--- src/rtl/rr_arb_pkg.sv ---
package rr_arb_pkg;

    typedef enum logic {
        BUS_FREE = 1'b0,
        BUS_HELD = 1'b1
    } bus_state_e;

    // Width of an index into a set of n masters (at least one bit).
    function automatic int unsigned idx_width(int unsigned n);
        return (n > 1) ? $clog2(n) : 1;
    endfunction

endpackage

--- src/rtl/arb_rr_select.sv ---
module arb_rr_select
    import rr_arb_pkg::*;
#(
    parameter int unsigned N_MASTERS = 4,
    localparam int unsigned IW = idx_width(N_MASTERS)
) (
    input  logic [N_MASTERS-1:0] req,
    input  logic [IW-1:0]        ptr,
    output logic [IW-1:0]        win_idx,
    output logic                 win_vld
);

    // Scan from ptr upward with wrap; the first requester found wins.
    always_comb begin
        int          cand;
        logic [IW-1:0] cidx;
        win_vld = 1'b0;
        win_idx = '0;
        for (int k = 0; k < int'(N_MASTERS); k++) begin
            cand = int'(ptr) + k;
            if (cand >= int'(N_MASTERS)) begin
                cand = cand - int'(N_MASTERS);
            end
            cidx = IW'(cand);
            if (!win_vld && req[cidx]) begin
                win_vld = 1'b1;
                win_idx = cidx;
            end
        end
    end

endmodule

--- src/rtl/arb_ptr_reg.sv ---
module arb_ptr_reg
    import rr_arb_pkg::*;
#(
    parameter int unsigned N_MASTERS = 4,
    localparam int unsigned IW = idx_width(N_MASTERS)
) (
    input  logic          clk,
    input  logic          rst,
    input  logic          advance,
    input  logic [IW-1:0] last_owner,
    output logic [IW-1:0] ptr
);

    localparam logic [IW-1:0] LAST_IDX = IW'(N_MASTERS - 1);

    logic [IW-1:0] ptr_q;
    logic [IW-1:0] ptr_next;

    always_comb begin
        ptr_next = ptr_q;
        if (advance) begin
            ptr_next = (last_owner == LAST_IDX) ? '0 : last_owner + 1'b1;
        end
    end

    always_ff @(posedge clk) begin
        if (rst) begin
            ptr_q <= '0;
        end else begin
            ptr_q <= ptr_next;
        end
    end

    assign ptr = ptr_q;

endmodule

--- src/rtl/arb_owner_ctrl.sv ---
module arb_owner_ctrl
    import rr_arb_pkg::*;
#(
    parameter int unsigned N_MASTERS = 4,
    localparam int unsigned IW = idx_width(N_MASTERS)
) (
    input  logic                 clk,
    input  logic                 rst,
    input  logic                 win_vld,
    input  logic [IW-1:0]        win_idx,
    input  logic [N_MASTERS-1:0] rel_strobe,
    output logic [N_MASTERS-1:0] grant,
    output logic                 bus_busy,
    output logic                 release_evt,
    output logic [IW-1:0]        owner_idx
);

    bus_state_e    state_q, state_next;
    logic [IW-1:0] owner_q, owner_next;
    logic          busy_q;
    logic          held;

    assign held        = (state_q == BUS_HELD);
    assign release_evt = held && rel_strobe[owner_q];

    always_comb begin
        state_next = state_q;
        owner_next = owner_q;
        unique case (state_q)
            BUS_FREE: begin
                if (win_vld) begin
                    state_next = BUS_HELD;
                    owner_next = win_idx;
                end
            end
            BUS_HELD: begin
                if (release_evt) begin
                    state_next = BUS_FREE;
                end
            end
            default: state_next = BUS_FREE;
        endcase
    end

    always_ff @(posedge clk) begin
        if (rst) begin
            state_q <= BUS_FREE;
            owner_q <= '0;
            busy_q  <= 1'b0;
        end else begin
            state_q <= state_next;
            owner_q <= owner_next;
            if (!held && win_vld) begin
                busy_q <= 1'b1;
            end else if (release_evt) begin
                busy_q <= 1'b0;
            end
        end
    end

    for (genvar g = 0; g < int'(N_MASTERS); g++) begin : g_grant
        assign grant[g] = held && (owner_q == IW'(g));
    end

    assign bus_busy  = busy_q;
    assign owner_idx = owner_q;

endmodule

--- src/rtl/rr_bus_arbiter.sv ---
module rr_bus_arbiter
    import rr_arb_pkg::*;
#(
    parameter int unsigned N_MASTERS = 4
) (
    input  logic                 clk,
    input  logic                 rst,
    input  logic [N_MASTERS-1:0] req,
    input  logic [N_MASTERS-1:0] rel_strobe,
    output logic [N_MASTERS-1:0] grant,
    output logic                 bus_busy
);

    localparam int unsigned IW = idx_width(N_MASTERS);

    logic [IW-1:0] ptr;
    logic [IW-1:0] win_idx;
    logic          win_vld;
    logic          release_evt;
    logic [IW-1:0] owner_idx;

    arb_rr_select #(.N_MASTERS(N_MASTERS)) u_select (
        .req     (req),
        .ptr     (ptr),
        .win_idx (win_idx),
        .win_vld (win_vld)
    );

    arb_owner_ctrl #(.N_MASTERS(N_MASTERS)) u_owner (
        .clk         (clk),
        .rst         (rst),
        .win_vld     (win_vld),
        .win_idx     (win_idx),
        .rel_strobe  (rel_strobe),
        .grant       (grant),
        .bus_busy    (bus_busy),
        .release_evt (release_evt),
        .owner_idx   (owner_idx)
    );

    arb_ptr_reg #(.N_MASTERS(N_MASTERS)) u_ptr (
        .clk        (clk),
        .rst        (rst),
        .advance    (release_evt),
        .last_owner (owner_idx),
        .ptr        (ptr)
    );

endmodule

--- config.mk ---
export PLATFORM = sky130hd
export DESIGN_NAME = rr_bus_arbiter
export DESIGN_NICKNAME = d
export VERILOG_FILES = /design/src/rtl/rr_arb_pkg.sv /design/src/rtl/arb_rr_select.sv /design/src/rtl/arb_ptr_reg.sv /design/src/rtl/arb_owner_ctrl.sv /design/src/rtl/rr_bus_arbiter.sv
export SDC_FILE = /design/constraint.sdc
export NUM_CORES = 1
export LEC_CHECK = 0
export BUFFER_PORTS_ARGS = -buffer_cell sky130_fd_sc_hd__buf_4
export CAP_MARGIN = 20
export CORE_MARGIN = 2
export CORE_UTILIZATION = 25
export CTS_BUF_LIST = sky130_fd_sc_hd__clkbuf_8
export CTS_CLUSTER_SIZE = 8
export DETAILED_ROUTE_END_ITERATION = 12
export GPL_TIMING_DRIVEN = 0
export PLACE_DENSITY_LB_ADDON = 0.25
export SETUP_SLACK_MARGIN = 0.1
export SYNTH_ARGS = -nofsm -noshare
export SYNTH_HDL_FRONTEND = slang
export SYNTH_HIERARCHICAL = 1
export SYNTH_SLANG_ARGS = --single-unit
export TNS_END_PERCENT = 5
--- constraint.sdc ---
create_clock -name clk -period 2 [get_ports clk]
set_clock_uncertainty 0.15 [all_clocks]
set_input_delay 0.5 -clock clk [delete_from_list [all_inputs] [get_ports clk]]
set_output_delay 0.5 -clock clk [all_outputs]
set_load 0.05 [all_outputs]
==> results of run 1 <==
[flip-flops by register name, indices dropped and copies added, names as in the netlist]
name	cells
u_owner/owner_idx	2
u_owner/held	1
u_owner/bus_busy	1
u_ptr/ptr	2
[critical path, delay by kind of cell (launching register included)]
kind                   cells  cell delay (ns)
AND/OR/NAND/NOR            1             0.09
buffers and inverters      3             0.38
flip-flops                 1             0.36
[placed cells by master (no fill, tap or decap)]
cell type	Yosys	final
nand2_1	2	2
dfxtp_1	6	6
clkbuf_8	0	3
nor2b_2	1	1
or3b_1	1	1
a221o_1	1	1
mux2i_1	5	5
nand2b_2	2	2
nor3_2	1	1
o221ai_1	1	1
o22ai_2	1	1
buf_4	0	14
o2bb2ai_1	1	1
inv_1	5	5
nand3_1	1	1
buf_6	1	1
a21oi_1	5	5
nor2_1	9	9
ha_1	1	1
nand2b_1	1	1
o21ai_0	1	1
inv_2	2	2
[report_power, final]
part	leakage, uW	switching [uW]	internal, uW
combinational	0.000191	64.1	51.6
clock	0.0000216	51.6	129
sequential	0.0000495	10.3	132
total	0.000262	126	312
[routing by layer]
metal | up-vias | track usage | wire, um
li1 | 196 | - | -
met1 | 168 | 0.1157 | 377
met2 | 7 | 0.1552 | 400
met3 | 2 | 0.02500 | 31
met4 | 0 | 0.05455 | 17
met5 | - | 0 | 0
[logic make-up after synthesis]
| group | after synthesis |
|---|---|
| AOI/OAI and AO/OA | 10 |
| buffers and inverters | 8 |
| adders and majority gates | 1 |
| and+or+nand+nor | 18 |
| DFF | 6 |
| muxes | 5 |
[layout make-up]
class	instances	area, um^2
buffer	1	11.26
clock buffer	3	41.29
fill	166	917.1
inverter	7	26.28
multi-input combinational	34	230.2
sequential	6	120.1
tap	16	20.02
timing repair buffer	14	105.1
[metrics by stage]
stage                     worst slack [ns]  area [um^2]  power, uW    util
final                               0.2973        554.3      438.4  0.3767
after global routing                0.2252        554.3      459.4  0.3767
after CTS                           0.2900        554.3      446.3  0.3767
after detailed placement            0.3515        513.0      259.5  0.3486
after global placement              0.3599        513.0      259.1  0.3486
after floorplan                     0.1959        387.9      221.5       -
[worst paths after layout]
path,slack (ns),start,endpoint
setup / recovery,0.30,u_owner/owner_idx[0],grant[3]
hold / removal,0.32,u_owner/bus_busy,u_owner/bus_busy
setup reg to reg,0.42,u_owner/owner_idx[0],u_ptr/ptr[0]
hold reg to reg,0.32,u_owner/bus_busy,u_owner/bus_busy
==> results.py, run 1 <==
metrics = {
    "timing": {
        "finalCritPeriodShare": 0.8514,
        "tightest_slew_ns": 0.2824,
        "setup_viol": 0,
        "slew_viol_final": 0,
        "clock.fmax_mhz": 587.3,
        "hold_slack_ns": 0.3232,
        "rsz0062_at_grt": "false",
        "hold_viol": 0,
        "min_period_ns": 1.703,
        "relSlewSlack": 0.8117,
        "fin_setup_tns_ns": 0,
    },
    "clocking": {
        "cts_tree": "yes",
        "cts_hold_buf": 0,
        "cts.clk_slew.worst_paths_ns": 0.04,
        "cts.sinks": 6,
        "cts_max_path_buffers": 2,
        "postCtsSetupBuffers": 0,
        "ctsResizeCount": 0,
        "cts_root_buffer": "clkbuf_8",
        "insertion_delay_ns": 0.22,
        "cts_inserted_buffers": 3,
        "htreeDepth": 1,
    },
    "placed_design": {
        "gp_routability_congestion": 0.6878,
        "placed_cells": 78,
        "dpl.hpwl_um": 658.8,
        "numPortBuffers": 14,
    },
    "logic_synthesis": {
        "netlist_top_cells_count": "9 x nor2_1, 6 x dfxtp_1, 5 x a21oi_1, 5 x inv_1, 5 x mux2i_1",
        "synth_fa_ha_area_frac": 0.03226,
        "yosys_register_bits": 6,
        "synth_flop_cell": "dfxtp_1",
        "synth_compound_area_frac": 0.1806,
        "synth_top_area_cell": "dfxtp_1",
        "yosysUniqueCellTypes": 20,
        "synth_top_family_by_area": "simple AND/OR/NAND/NOR gates",
        "synthMuxAreaShare": 0.1290,
        "yosysMostFrequentCell": "nor2_1",
        "synth.avg_cell_area_um2": 8.081,
        "ys_seq_area_frac": 0.3097,
        "async_reset_ff_frac": 0,
        "yosys_warnings": 6,
        "synth_area_leaders": "dfxtp_1 31%, mux2i_1 13%, nor2_1 8.7%",
        "synthXorXnorAreaFrac": 0,
        "yosys.area_share.simple": 0.2516,
        "postSynthNetCount": 59,
        "postSynthCellCount": 48,
        "synth_top_area_share": 0.3097,
        "synth-edff-count": 0,
        "netlist_area_um2": 387.9,
    },
    "worst_setup_path": {
        "cpPeakStageDelay_ns": 0.36,
        "endpoint_kind": "primary output",
        "critPathMaxFanout": 6,
        "worstPathRequired_ns": 1.35,
        "r2r_cells": 5,
        "crit_type": "register to primary output",
        "worst_path_max_delay_cell": "dfxtp_1",
        "crit_chain": "buf_6, inv_2, nor2_1, buf_4",
        "crit_path_start_kind": "register",
        "crit_arrival_ns": 1.05,
    },
    "die": {
        "die_h_um": 43.39,
        "rows": 14,
        "initial_core_util": 0.2636,
        "ios": 15,
        "core-area_um2": 1471,
        "dieArea_um2": 1883,
        "die_width_um": 43.39,
    },
    "global_routing": {
        "grt_pass1_wl_um": 1331,
        "grt-ovfl-total": 0,
        "grt_max_degree": 7,
        "grt_pass1_vias": 336,
        "grt_antenna_before_repair": 0,
        "grt_usage": 0.09622,
    },
    "detailed_routing": {
        "vias_per_cell": 4.605,
        "drt-total-wl_um": 826,
        "first_pass_iters": 4,
        "wl_per_cell_um": 10.20,
        "vias": 373,
        "drt_iter0_drc": 6,
        "antenna_left": 0,
        "drc": 0,
    },
    "worst_hold_path": {
        "hold_path.class": "register to register",
        "hold_path_depth": 2,
    },
    "cells_and_area": {
        "layout.cells.non_filler": 81,
        "diodes": 0,
        "syn_to_final_growth_pct": 42.90,
        "layout.nets": 78,
        "drive_above_1_share": 0.3846,
    },
    "pwr": {
        "p_leak_uw": 0.0002623,
        "power_density_nw_per_um2": 791.0,
        "irDropWorstVdd_v": 0.0005666,
    },
    "flow_run": {
        "drv_cap": 0,
    },
    "outcome": {
        "outcome": "completed",
    },
}
Power figures use the tool's default switching activity.
==> run 2, diff against run 1 <==
- clock period: 2 -> 1.7 ns (I/O delays scaled with it)
==> results.py, run 2 (synthesis results as in run 1) <==
metrics = {
    "pwr": {
        "clkPwrFrac": 0.394,
        "p_int_uw": 383.3,
        "pwr-share-seq": 0.313,
        "switching_share": 0.2934,
        "comb_power_share": 0.293,
        "p_sw_uw": 159.1,
        "irDropWorstVdd_v": 0.0006478,
        "p_leak_uw": 0.0002847,
        "power_density_nw_per_um2": 877.5,
    },
    "worst_setup_path": {
        "endpoint_kind": "primary output",
        "cpPeakStageDelay_ns": 0.33,
        "crit_path_start_kind": "register",
        "crit_chain": "buf_6, inv_2, nor2_4, buf_6",
        "path_buf_inv": 3,
        "cp_common_cell": "buf_6",
        "r2r_cells": 5,
        "cp_top_family": "buffers and inverters",
        "cp.depth": 4,
        "crit_type": "register to primary output",
        "critPathMaxFanout": 6,
        "worst_path_max_delay_cell": "dfxtp_2",
        "worstPathRequired_ns": 1.12,
        "crit_arrival_ns": 0.99,
    },
    "detailed_routing": {
        "wl_met1_um": 390,
        "highest_layer": "met4",
        "vias": 393,
        "drt-total-wl_um": 889,
        "wl_per_cell_um": 10.58,
        "drt_iter0_drc": 2,
        "drc": 0,
        "first_pass_iters": 4,
        "dr_wl_met2_um": 451,
        "vias_per_cell": 4.679,
        "dr_wl_met3_um": 31,
        "antenna_left": 0,
    },
    "clocking": {
        "insertion_delay_ns": 0.22,
        "cts_inserted_buffers": 3,
        "cts.sinks": 6,
        "cts_root_buffer": "clkbuf_8",
        "cts_max_path_buffers": 2,
        "cts.clk_slew.worst_paths_ns": 0.04,
        "htreeDepth": 1,
        "cts_tree": "yes",
    },
    "die": {
        "initial_core_util": 0.2636,
        "die_width_um": 43.39,
        "ios": 15,
        "die_h_um": 43.39,
        "dieArea_um2": 1883,
        "core-area_um2": 1471,
        "rows": 14,
    },
    "global_routing": {
        "grt_max_degree": 7,
        "grt-ovfl-total": 0,
        "grt_pass1_vias": 352,
        "grt_antenna_before_repair": 0,
        "grt_pass1_wl_um": 1407,
        "grt_usage": 0.1014,
    },
    "cells_and_area": {
        "final_util": 0.4201,
        "layout.cells.non_filler": 84,
        "drive_above_1_share": 0.5294,
        "diodes": 0,
        "mostFrequentLayoutCell": "buf_4",
        "nFillCells": 161,
        "syn_to_final_growth_pct": 59.35,
        "layout.nets": 81,
        "post-route-cell-area_um2": 618.1,
    },
    "timing": {
        "clock.fmax_mhz": 638.5,
        "slew_viol_final": 0,
        "rsz0062_at_grt": "true",
        "min_period_ns": 1.566,
        "fin_ws_ns": 0.1338,
        "relSlewSlack": 0.8414,
        "finalCritPeriodShare": 0.9213,
        "tightest_slew_ns": 0.2379,
        "hold_slack_ns": 0.2521,
        "setup_viol": 0,
        "hold_viol": 0,
    },
    "placed_design": {
        "placed_cells": 78,
        "place_area_um2": 513.0,
        "numPortBuffers": 14,
        "post-place-ws_ns": 0.1265,
        "dpl.hpwl_um": 658.8,
        "gp_routability_congestion": 0.6878,
    },
    "worst_hold_path": {
        "hold_path_depth": 2,
        "hold_path.class": "input pin to register",
    },
    "outcome": {
        "outcome": "completed",
    },
    "flow_run": {
        "drv_cap": 0,
    },
}
## run 2: cell count changes in the layout (fill, tap and decap cells not counted), sizes merged
cell,before,now
buf,15,18
## run 2: repair_timing
item                                    4_1_cts  5_1_grt
buffers inserted                              0        3
pin swaps                                     0        3
gates resized for setup                       8        6
endpoints found under the setup margin        4        5
hold buffers                                  0        0
endpoints found under the hold margin         0        0
## run 2: layer usage
metal  vias up  GRT usage
met3         2    0.02500
li1        202          -
met1       182     0.1234
met4         0    0.05455
met5         -          0
met2         7     0.1642
## run 2: worst reg2reg max path, delay by kind of cell (launching register included)
family          cells  cell delay [ns]
compound gates      2             0.38
buf+inv             1             0.13
flops               1             0.32
mux                 1             0.12
simple gates        1             0.37
## run 2: power by group through the flow
stage	Sequential (uW)	Clock (uW)	Combinational, uW
6_report	170	214	159
5_1_grt	172	223	172
4_1_cts	168	222	143
3_5_place_dp	169	0	136
3_3_place_gp	169	0	136
2_1_floorplan	179	0	82.1
## run 2: metrics by stage
stage	setup TNS [ns]	power [uW]
after floorplan	-0.09360	260.6
after global placement	0	304.8
after detailed placement	0	305.3
after CTS	0	532.6
after global routing	0	565.7
final	0	542.4
## run 2: cell type report
class	instances	area, um^2	share of cell area
Multi-Input combinational cell	34	252.7	0.4089
Timing Repair Buffer	17	142.6	0.2308
Sequential cell	6	123.9	0.2004
Clock buffer	3	41.29	0.06680
Inverter	7	26.28	0.04251
Tap cell	16	20.02	0.03239
Buffer	1	11.26	0.01822
## run 2: worst paths after layout
kind                         from                to  slack, ns
max          u_owner/owner_idx[0]          grant[1]       0.13
min                           rst      u_owner/held       0.25
max reg2reg  u_owner/owner_idx[0]      u_ptr/ptr[0]       0.17
min reg2reg      u_owner/bus_busy  u_owner/bus_busy       0.32
